--- src/rtl/snsp_pkg.sv ---
package snsp_pkg;
  localparam int unsigned WORD_W     = 16;
  localparam int unsigned DATA_W     = WORD_W - 2;
  localparam int unsigned ADDR_W     = 7;
  localparam int unsigned FRAME_BITS = 1 + ADDR_W + 8;

  localparam logic [ADDR_W-1:0] SMP_BASE  = 7'h04;
  localparam logic [ADDR_W-1:0] CFG_BASE  = 7'h30;
  localparam logic [ADDR_W-1:0] STAT_ADDR = 7'h3C;
  localparam logic [ADDR_W-1:0] CMD_ADDR  = 7'h3E;
  localparam logic [ADDR_W-1:0] ID_ADDR   = 7'h4A;
  localparam logic [WORD_W-1:0] ID_VALUE  = 16'h3F51;

  localparam int unsigned STAT_LINK_BIT = 3;
  localparam int unsigned CMD_CLR_BIT   = 4;

  typedef struct packed {
    logic              wr;
    logic [ADDR_W-1:0] addr;
    logic [7:0]        dat;
  } frame_t;

  // word slot k of a window starting at base: compare word addresses
  function automatic logic slot_hit(input logic [ADDR_W-1:0] a,
                                    input logic [ADDR_W-1:0] base,
                                    input int unsigned k);
    logic [ADDR_W-1:0] want;
    want = base + ADDR_W'(2 * k);
    return a[ADDR_W-1:1] == want[ADDR_W-1:1];
  endfunction

  function automatic logic [WORD_W-1:0] smp_word(input logic nd,
                                                 input logic [WORD_W-1:0] stat,
                                                 input logic [DATA_W-1:0] d);
    return {nd, |stat, d};
  endfunction
endpackage

--- src/rtl/snsp_sync.sv ---
module snsp_sync #(
  parameter int unsigned STAGES  = 2,
  parameter logic        RST_VAL = 1'b0
) (
  input  logic clk,
  input  logic rst_n,
  input  logic d,
  output logic q
);
  generate
    if (STAGES < 2) begin : g_one
      logic r;
      always_ff @(posedge clk or negedge rst_n) begin
        if (!rst_n) r <= RST_VAL;
        else        r <= d;
      end
      assign q = r;
    end else begin : g_chain
      logic [STAGES-1:0] chain;
      always_ff @(posedge clk or negedge rst_n) begin
        if (!rst_n) chain <= {STAGES{RST_VAL}};
        else        chain <= {chain[STAGES-2:0], d};
      end
      assign q = chain[STAGES-1];
    end
  endgenerate
endmodule

--- src/rtl/snsp_link.sv ---
module snsp_link
  import snsp_pkg::*;
#(
  parameter int unsigned FB        = FRAME_BITS,
  parameter int unsigned SYNC_DEPTH = 2
) (
  input  logic          clk,
  input  logic          rst_n,
  input  logic          sclk,
  input  logic          cs_n,
  input  logic          mosi,
  input  logic [FB-1:0] tx_word,
  output logic          frame_start,
  output logic          fr_good,
  output logic          fr_bad,
  output logic [FB-1:0] fr_word,
  output logic          miso,
  output logic          miso_oe
);
  localparam int unsigned CNT_W = $clog2(FB) + 1;

  logic sclk_s, cs_s, mosi_s;
  logic sclk_q, cs_q;
  logic sclk_rise, frame_end;
  logic [CNT_W-1:0] cnt;
  logic [FB-1:0] rx_sr, tx_sr;

  snsp_sync #(.STAGES(SYNC_DEPTH), .RST_VAL(1'b1)) u_sync_sclk (
    .clk(clk), .rst_n(rst_n), .d(sclk), .q(sclk_s));
  snsp_sync #(.STAGES(SYNC_DEPTH), .RST_VAL(1'b1)) u_sync_cs (
    .clk(clk), .rst_n(rst_n), .d(cs_n), .q(cs_s));
  snsp_sync #(.STAGES(SYNC_DEPTH), .RST_VAL(1'b0)) u_sync_mosi (
    .clk(clk), .rst_n(rst_n), .d(mosi), .q(mosi_s));

  assign frame_start = cs_q & ~cs_s;
  assign frame_end   = ~cs_q & cs_s;
  assign sclk_rise   = ~sclk_q & sclk_s & ~cs_s;

  always_ff @(posedge clk or negedge rst_n) begin
    if (!rst_n) begin
      cs_q   <= 1'b1;
      sclk_q <= 1'b1;
      cnt    <= '0;
      rx_sr  <= '0;
      tx_sr  <= '0;
    end else begin
      cs_q   <= cs_s;
      sclk_q <= sclk_s;
      if (frame_start) begin
        cnt   <= '0;
        tx_sr <= tx_word;
      end else if (sclk_rise) begin
        rx_sr <= {rx_sr[FB-2:0], mosi_s};
        tx_sr <= {tx_sr[FB-2:0], 1'b0};
        if (cnt != '1) cnt <= cnt + 1'b1;
      end
    end
  end

  assign fr_good = frame_end && (cnt == CNT_W'(FB));
  assign fr_bad  = frame_end && (cnt != CNT_W'(FB));
  assign fr_word = rx_sr;
  assign miso    = tx_sr[FB-1];
  assign miso_oe = ~cs_n;
endmodule

--- src/rtl/snsp_regs.sv ---
module snsp_regs
  import snsp_pkg::*;
#(
  parameter int unsigned NUM_CH  = 4,
  parameter int unsigned NUM_CFG = 4
) (
  input  logic                      clk,
  input  logic                      rst_n,
  input  logic                      wr_en,
  input  logic                      rd_req,
  input  logic                      fr_bad,
  input  logic [ADDR_W-1:0]         fr_addr,
  input  logic [7:0]                fr_dat,
  input  logic                      frame_start,
  input  logic                      smp_vld,
  input  logic [NUM_CH*DATA_W-1:0]  smp_data,
  input  logic [WORD_W-1:0]         stat_set,
  output logic [WORD_W-1:0]         tx_word,
  output logic [NUM_CFG*WORD_W-1:0] cfg_q,
  output logic [WORD_W-1:0]         status,
  output logic [NUM_CH-1:0]         nd,
  output logic                      cmd_stb,
  output logic [7:0]                cmd_byte
);
  logic              pend_vld;
  logic [ADDR_W-1:0] pend_addr;
  logic [WORD_W-1:0] rd_val;
  logic [DATA_W-1:0] smp_q [NUM_CH];
  logic              cmd_hit, clr_hit;

  // pending read: set by a good read frame, dropped by any other frame
  always_ff @(posedge clk or negedge rst_n) begin
    if (!rst_n) begin
      pend_vld  <= 1'b0;
      pend_addr <= '0;
    end else if (wr_en || rd_req) begin
      pend_vld  <= rd_req;
      pend_addr <= fr_addr;
    end else if (fr_bad) begin
      pend_vld  <= 1'b0;
    end
  end

  // sample words with new-data flags
  generate
    for (genvar i = 0; i < NUM_CH; i++) begin : g_ch
      logic rd_hit;
      assign rd_hit = frame_start && pend_vld && slot_hit(pend_addr, SMP_BASE, i);
      always_ff @(posedge clk or negedge rst_n) begin
        if (!rst_n) begin
          smp_q[i] <= '0;
          nd[i]    <= 1'b0;
        end else if (smp_vld) begin
          smp_q[i] <= smp_data[i*DATA_W +: DATA_W];
          nd[i]    <= 1'b1;
        end else if (rd_hit) begin
          nd[i]    <= 1'b0;
        end
      end
    end
  endgenerate

  // configuration words, byte writable
  generate
    for (genvar j = 0; j < NUM_CFG; j++) begin : g_cfg
      logic hit;
      assign hit = wr_en && slot_hit(fr_addr, CFG_BASE, j);
      always_ff @(posedge clk or negedge rst_n) begin
        if (!rst_n) begin
          cfg_q[j*WORD_W +: WORD_W] <= '0;
        end else if (hit) begin
          if (fr_addr[0]) cfg_q[j*WORD_W + 8 +: 8] <= fr_dat;
          else            cfg_q[j*WORD_W     +: 8] <= fr_dat;
        end
      end
    end
  endgenerate

  // command byte and sticky status
  assign cmd_hit = wr_en && (fr_addr == CMD_ADDR);
  assign clr_hit = cmd_hit && fr_dat[CMD_CLR_BIT];

  always_ff @(posedge clk or negedge rst_n) begin
    if (!rst_n) begin
      cmd_stb  <= 1'b0;
      cmd_byte <= '0;
      status   <= '0;
    end else begin
      cmd_stb <= cmd_hit;
      if (cmd_hit) cmd_byte <= fr_dat;
      status <= (clr_hit ? '0 : status) | stat_set
                | (fr_bad ? WORD_W'(1) << STAT_LINK_BIT : '0);
    end
  end

  // read multiplexer on the pending address
  always_comb begin
    rd_val = '0;
    for (int i = 0; i < NUM_CH; i++)
      if (slot_hit(pend_addr, SMP_BASE, i)) rd_val = smp_word(nd[i], status, smp_q[i]);
    for (int j = 0; j < NUM_CFG; j++)
      if (slot_hit(pend_addr, CFG_BASE, j)) rd_val = cfg_q[j*WORD_W +: WORD_W];
    if (slot_hit(pend_addr, STAT_ADDR, 0)) rd_val = status;
    if (slot_hit(pend_addr, ID_ADDR, 0))   rd_val = ID_VALUE;
  end

  assign tx_word = pend_vld ? rd_val : '0;
endmodule

--- src/rtl/spi_sensor_port.sv ---
module spi_sensor_port
  import snsp_pkg::*;
#(
  parameter int unsigned NUM_CH  = 4,
  parameter int unsigned NUM_CFG = 4
) (
  input  logic                      clk,
  input  logic                      rst_n,
  input  logic                      spi_sclk,
  input  logic                      spi_cs_n,
  input  logic                      spi_mosi,
  output logic                      spi_miso,
  output logic                      spi_miso_oe,
  input  logic                      smp_vld,
  input  logic [NUM_CH*DATA_W-1:0]  smp_data,
  input  logic [WORD_W-1:0]         stat_set,
  output logic [NUM_CFG*WORD_W-1:0] cfg_q,
  output logic                      cmd_stb,
  output logic [7:0]                cmd_byte
);
  logic                    frame_start, fr_good, fr_bad;
  logic [FRAME_BITS-1:0]   fr_raw;
  frame_t                  fr;
  logic                    wr_en, rd_req;
  logic [WORD_W-1:0]       tx_word, status_w;
  logic [NUM_CH-1:0]       nd_w;

  snsp_link #(.FB(FRAME_BITS)) u_link (
    .clk(clk), .rst_n(rst_n),
    .sclk(spi_sclk), .cs_n(spi_cs_n), .mosi(spi_mosi),
    .tx_word(tx_word),
    .frame_start(frame_start), .fr_good(fr_good), .fr_bad(fr_bad),
    .fr_word(fr_raw),
    .miso(spi_miso), .miso_oe(spi_miso_oe));

  assign fr     = frame_t'(fr_raw);
  assign wr_en  = fr_good &&  fr.wr;
  assign rd_req = fr_good && !fr.wr;

  snsp_regs #(.NUM_CH(NUM_CH), .NUM_CFG(NUM_CFG)) u_regs (
    .clk(clk), .rst_n(rst_n),
    .wr_en(wr_en), .rd_req(rd_req), .fr_bad(fr_bad),
    .fr_addr(fr.addr), .fr_dat(fr.dat),
    .frame_start(frame_start),
    .smp_vld(smp_vld), .smp_data(smp_data), .stat_set(stat_set),
    .tx_word(tx_word), .cfg_q(cfg_q), .status(status_w), .nd(nd_w),
    .cmd_stb(cmd_stb), .cmd_byte(cmd_byte));
endmodule

--- config.mk ---
export PLATFORM = sky130hd
export DESIGN_NAME = spi_sensor_port
export DESIGN_NICKNAME = d
export VERILOG_FILES = /design/src/rtl/snsp_pkg.sv /design/src/rtl/snsp_sync.sv /design/src/rtl/snsp_link.sv /design/src/rtl/snsp_regs.sv /design/src/rtl/spi_sensor_port.sv
export SDC_FILE = /design/constraint.sdc
export NUM_CORES = 1
export LEC_CHECK = 0
export BUFFER_PORTS_ARGS = -buffer_cell sky130_fd_sc_hd__buf_4
export CORE_MARGIN = 2
export CORE_UTILIZATION = 60
export DETAILED_ROUTE_END_ITERATION = 8
export HOLD_SLACK_MARGIN = 0.15
export PLACE_DENSITY = 0.9
export SLEW_MARGIN = 20
export SYNTH_ARGS = -nofsm -noshare
export SYNTH_HDL_FRONTEND = slang
export SYNTH_SLANG_ARGS = --single-unit
--- constraint.sdc ---
create_clock -name clk -period 4.4 [get_ports clk]
set_input_delay 0.44 -clock clk [delete_from_list [all_inputs] [get_ports clk]]
set_output_delay 0.44 -clock clk [all_outputs]
set_load 0.01 [all_outputs]
==> summary.txt <==
Run status
  • Outcome: finished clean

Final layout
  • Post-layout util: about three quarters
  • Layout cells sized above 1: 38.85%
  • Nets@finish: slightly below 1000
  • # diodes: 0
  • Most frequent cells in the layout: dfrtp_1 (195), buf_4 (157), mux2_2 (145)
  • Register Area: 5037 um^2
  • Area Overhead vs Synth: 23.04%
  • Area of the multi-input gates: 4011 um^2
  • Most common cell after layout, fill and taps aside: dfrtp_1
  • FILL cells: 966

Synthesis
  • Synth cell types: 55
  • Syn nets: about 840
  • Syn avg cell area: between 10 and 15 um^2
  • Yosys top cell area share: between 50% and 60%
  • Number of synthesized flops with an enable pin: 0
  • Syn Inst Count: 761
  • Ys async rst share: 100.0%
  • Area contributors post-synth: dfrtp_1 (53%), mux2_2 (18%), mux2i_1 (2.4%), nand2_1 (2.1%), a21oi_1 (1.9%)
  • #FFs+latches synth: 201
  • Register area share after synthesis: between 50 and 60%
  • Yosys top cell by area: dfrtp_1
  • Main synth FF type: dfrtp_1
  • Synth warnings: 0
  • Post-Syn Area: 9286 um^2

Route
  • Post-Route WL: ~27000 um
  • Via density: about 6.4
  • DRT Pass-1 Iters: 5
  • DRC: 0
  • 1st-iter DRT viols: 893
  • Post-route ant nets: 0
  • DR vias: slightly above 7000
  • Drt wl/cell: roughly 24 um

STA
  • Crit share post-route: about two thirds
  • # setup viols final: 0
  • Max Slew Vio Count: 0
  • RSZ-0062 raised after global routing: false
  • Worst Tran Pin Value: 1.075 ns
  • TNS Setup: 0 ns
  • Final Critical Period: 2.897 ns
  • Fmax: between 300 and 400 MHz
  • Slew headroom: between 20% and 30%
  • Worst Clk Skew: ~0.013 ns
  • Fin. Hold Viols: 0

Power
  • Leak pwr: a little over 5 nW
  • P per Cell Area: approximately 360 nW/um^2
  • Combinational Power Share: between 5 and 6%
  • Clock share of power: about 44%
  • P_sw: 0.9412 mW
  • Sequential Power Share: about half
  • Internal power: 3.136 mW
  • Max VDD drop: 0.3358 mV
  • Net Sw Frac: a little under a quarter

Global route
  • Initial antenna violation count: 0
  • Total global routing overflow: 0
  • GRT Util Overall: about 33%
  • First-pass GRT wire length: about 42000 um
  • Vias in the first global route: about 7100
  • Largest net degree at the start of global routing: roughly 130

Worst setup path
  • Crit-path max cell delay: 0.94 ns
  • Critical path capture point type: flip-flop
  • Worst path cell trace: nor2b_1 -> nand2_1 -> o22ai_1 -> a211oi_1 -> or3_1
  • Crit-path slowest cell: dfrtp_1
  • Reg2reg path depth: 5
  • Worst Path Required: 4.77 ns
  • Critical path startpoint category: flip-flop
  • Worst Path Max Fanout: 21
  • Crit path arrival time: approximately 3.3 ns
  • Critical path type: reg -> reg

Clock network
  • CTS root buf: clkbuf_16
  • H-tree depth: 1
  • CTS tree: built
  • Post-CTS Resized: 0
  • Clk buf depth: 3
  • Worst skew pair latency: approximately 0.51 ns
  • Clock sink count: about 200
  • Reg clk slew, reported paths: 0.06 ns
  • TritonCTS Buffers: 21

Floorplan
  • Core area: ~15000 um^2
  • Die area: 16490 um^2
  • Ports: 153
  • Initial Util: 61.31%
  • Chip width: 128.4 um
  • # rows: 45
  • Die Ht: approximately 130 um

Placed design
  • Post-DP HPWL: between 15000 and 20000 um
  • IO Port Bufs: 152
  • Routability congestion estimate: ~0.95

Job
  • Max-cap viol count: 0

Worst hold path
  • Hold path depth: 2
  • Hold crit path type: in -> reg
## what timing repair did
action | in CTS | in global routing
buffers inserted | 0 | 0
endpoints found under the setup margin | 0 | 0
hold buffers | 19 | 1
endpoints found under the hold margin | 19 | 13
## routing by layer
| metal | routed length (um) | share of wire, % | global-route usage, % | vias up |
|---|---|---|---|---|
| met4 | 835 | 3.1 | 10.67 | 0 |
| met2 | 13070 | 49 | 53.38 | 376 |
| met1 | 10840 | 40 | 46.68 | 3591 |
| met5 | 0 | 0 | 0 | - |
| met3 | 2179 | 8.1 | 6.403 | 57 |
| li1 | - | - | - | 3109 |
## state kept, by name, indices dropped and copies added (netlist names), 2 cells and up
signal,flops
u_regs.cfg_q,64
u_link.cnt,5
u_link.u_sync_mosi.g_chain.chain,2
u_regs.cmd_byte,8
u_regs.nd,4
u_link.u_sync_sclk.g_chain.chain,2
u_link.fr_word,16
u_regs.smp_q,56
u_link.u_sync_cs.g_chain.chain,2
u_link.tx_sr,16
u_regs.pend_addr,6
u_regs.status,16
## power by group through the flow
stage	Combinational, mW	Clock (mW)	Sequential, mW
global route	0.253	1.89	2.05
CTS	0.233	1.80	2.04
floorplan	0.145	0	1.99
finish	0.232	1.80	2.04
global placement	0.211	0	2.07
detailed placement	0.218	0	2.07
## final timing paths
kind,from,to,slack [ns]
min reg2reg,u_link.u_sync_mosi.g_chain.chain[0]$_DFF_PN0_,u_link.u_sync_mosi.g_chain.chain[1]$_DFF_PN0_,0.36
min,smp_data[30],u_regs.smp_q[16]$_DFFE_PN0P_,0.16
max,u_regs.pend_addr[2]$_DFFE_PN0P_,u_link.tx_sr[10]$_DFFE_PN0P_,1.50
max in group asynchronous,rst_n,u_link.cs_q$_DFF_PN1_,2.92
min in group asynchronous,rst_n,u_regs.cmd_byte[1]$_DFFE_PN0P_,0.59
max reg2reg,u_regs.pend_addr[2]$_DFFE_PN0P_,u_link.tx_sr[10]$_DFFE_PN0P_,1.50
## logic make-up after synthesis
logic type / count (synthesis) / share of synthesized area (%)
compound gates: 155 / 11.21
mux: 176 / 21.49
buf+inv: 60 / 2.614
simple gates: 163 / 9.755
flops: 201 / 54.24
xor+xnor: 3 / 0.2830
fa+ha+maj: 3 / 0.4042
## critical path: cells and delay by family, from the launching register on
kind	cells	cell delay, ns
flip-flops	1	0.94
AND/OR/NAND/NOR	3	1.41
AO/OA/AOI/OAI	2	0.41
## synth_stat cells, types with 3 or more instances
| cell type | number |
|---|---|
| o22ai_1 | 17 |
| a22o_1 | 5 |
| nand3b_1 | 3 |
| nor4_1 | 4 |
| ha_1 | 3 |
| buf_1 | 4 |
| a31oi_1 | 4 |
| nand4_1 | 4 |
| dfstp_2 | 6 |
| nand2_1 | 53 |
| nor2_1 | 24 |
| buf_2 | 5 |
| mux2i_1 | 22 |
| a221oi_1 | 3 |
| mux2_4 | 8 |
| or3_1 | 10 |
| a21oi_1 | 36 |
| clkbuf_1 | 43 |
| a22oi_1 | 18 |
| o21ai_0 | 17 |
| nor4bb_1 | 9 |
| and3b_1 | 3 |
| o221ai_1 | 10 |
| nor3_1 | 12 |
| dfrtp_1 | 195 |
| nand3_1 | 4 |
| mux2_2 | 145 |
| inv_1 | 6 |
| nand2b_1 | 9 |
| o22a_1 | 7 |
| nor3_2 | 4 |
| and2_1 | 5 |
| a21o_1 | 18 |
| nor2b_1 | 7 |
| a211oi_1 | 11 |
## area by class of cell
cell class / count / area share [%]
well taps: 188 / 2.059
repair buffers: 179 / 12.37
clock inverters: 4 / 0.4490
clock buffers: 34 / 5.727
inverters: 6 / 0.1971
multi-input cells: 500 / 35.11
flip-flops and latches: 201 / 44.09
## metrics by stage
step / hold WS, ns / cell area [um^2] / std cells / power, mW / setup slack, ns
2_1_floorplan: 0.1444 / 9286 / 761 / 2.131 / 2.182
3_3_place_gp: 0.3343 / 10520 / 1054 / 2.281 / 1.662
3_5_place_dp: 0.3389 / 10520 / 1054 / 2.291 / 1.587
4_1_cts: 0.1633 / 11410 / 1111 / 4.075 / 1.589
5_1_grt: 0.1585 / 11430 / 1112 / 4.195 / 1.389
6_report: 0.1638 / 11430 / 1112 / 4.078 / 1.503
Note: power is estimated with default switching activity, not from simulation.
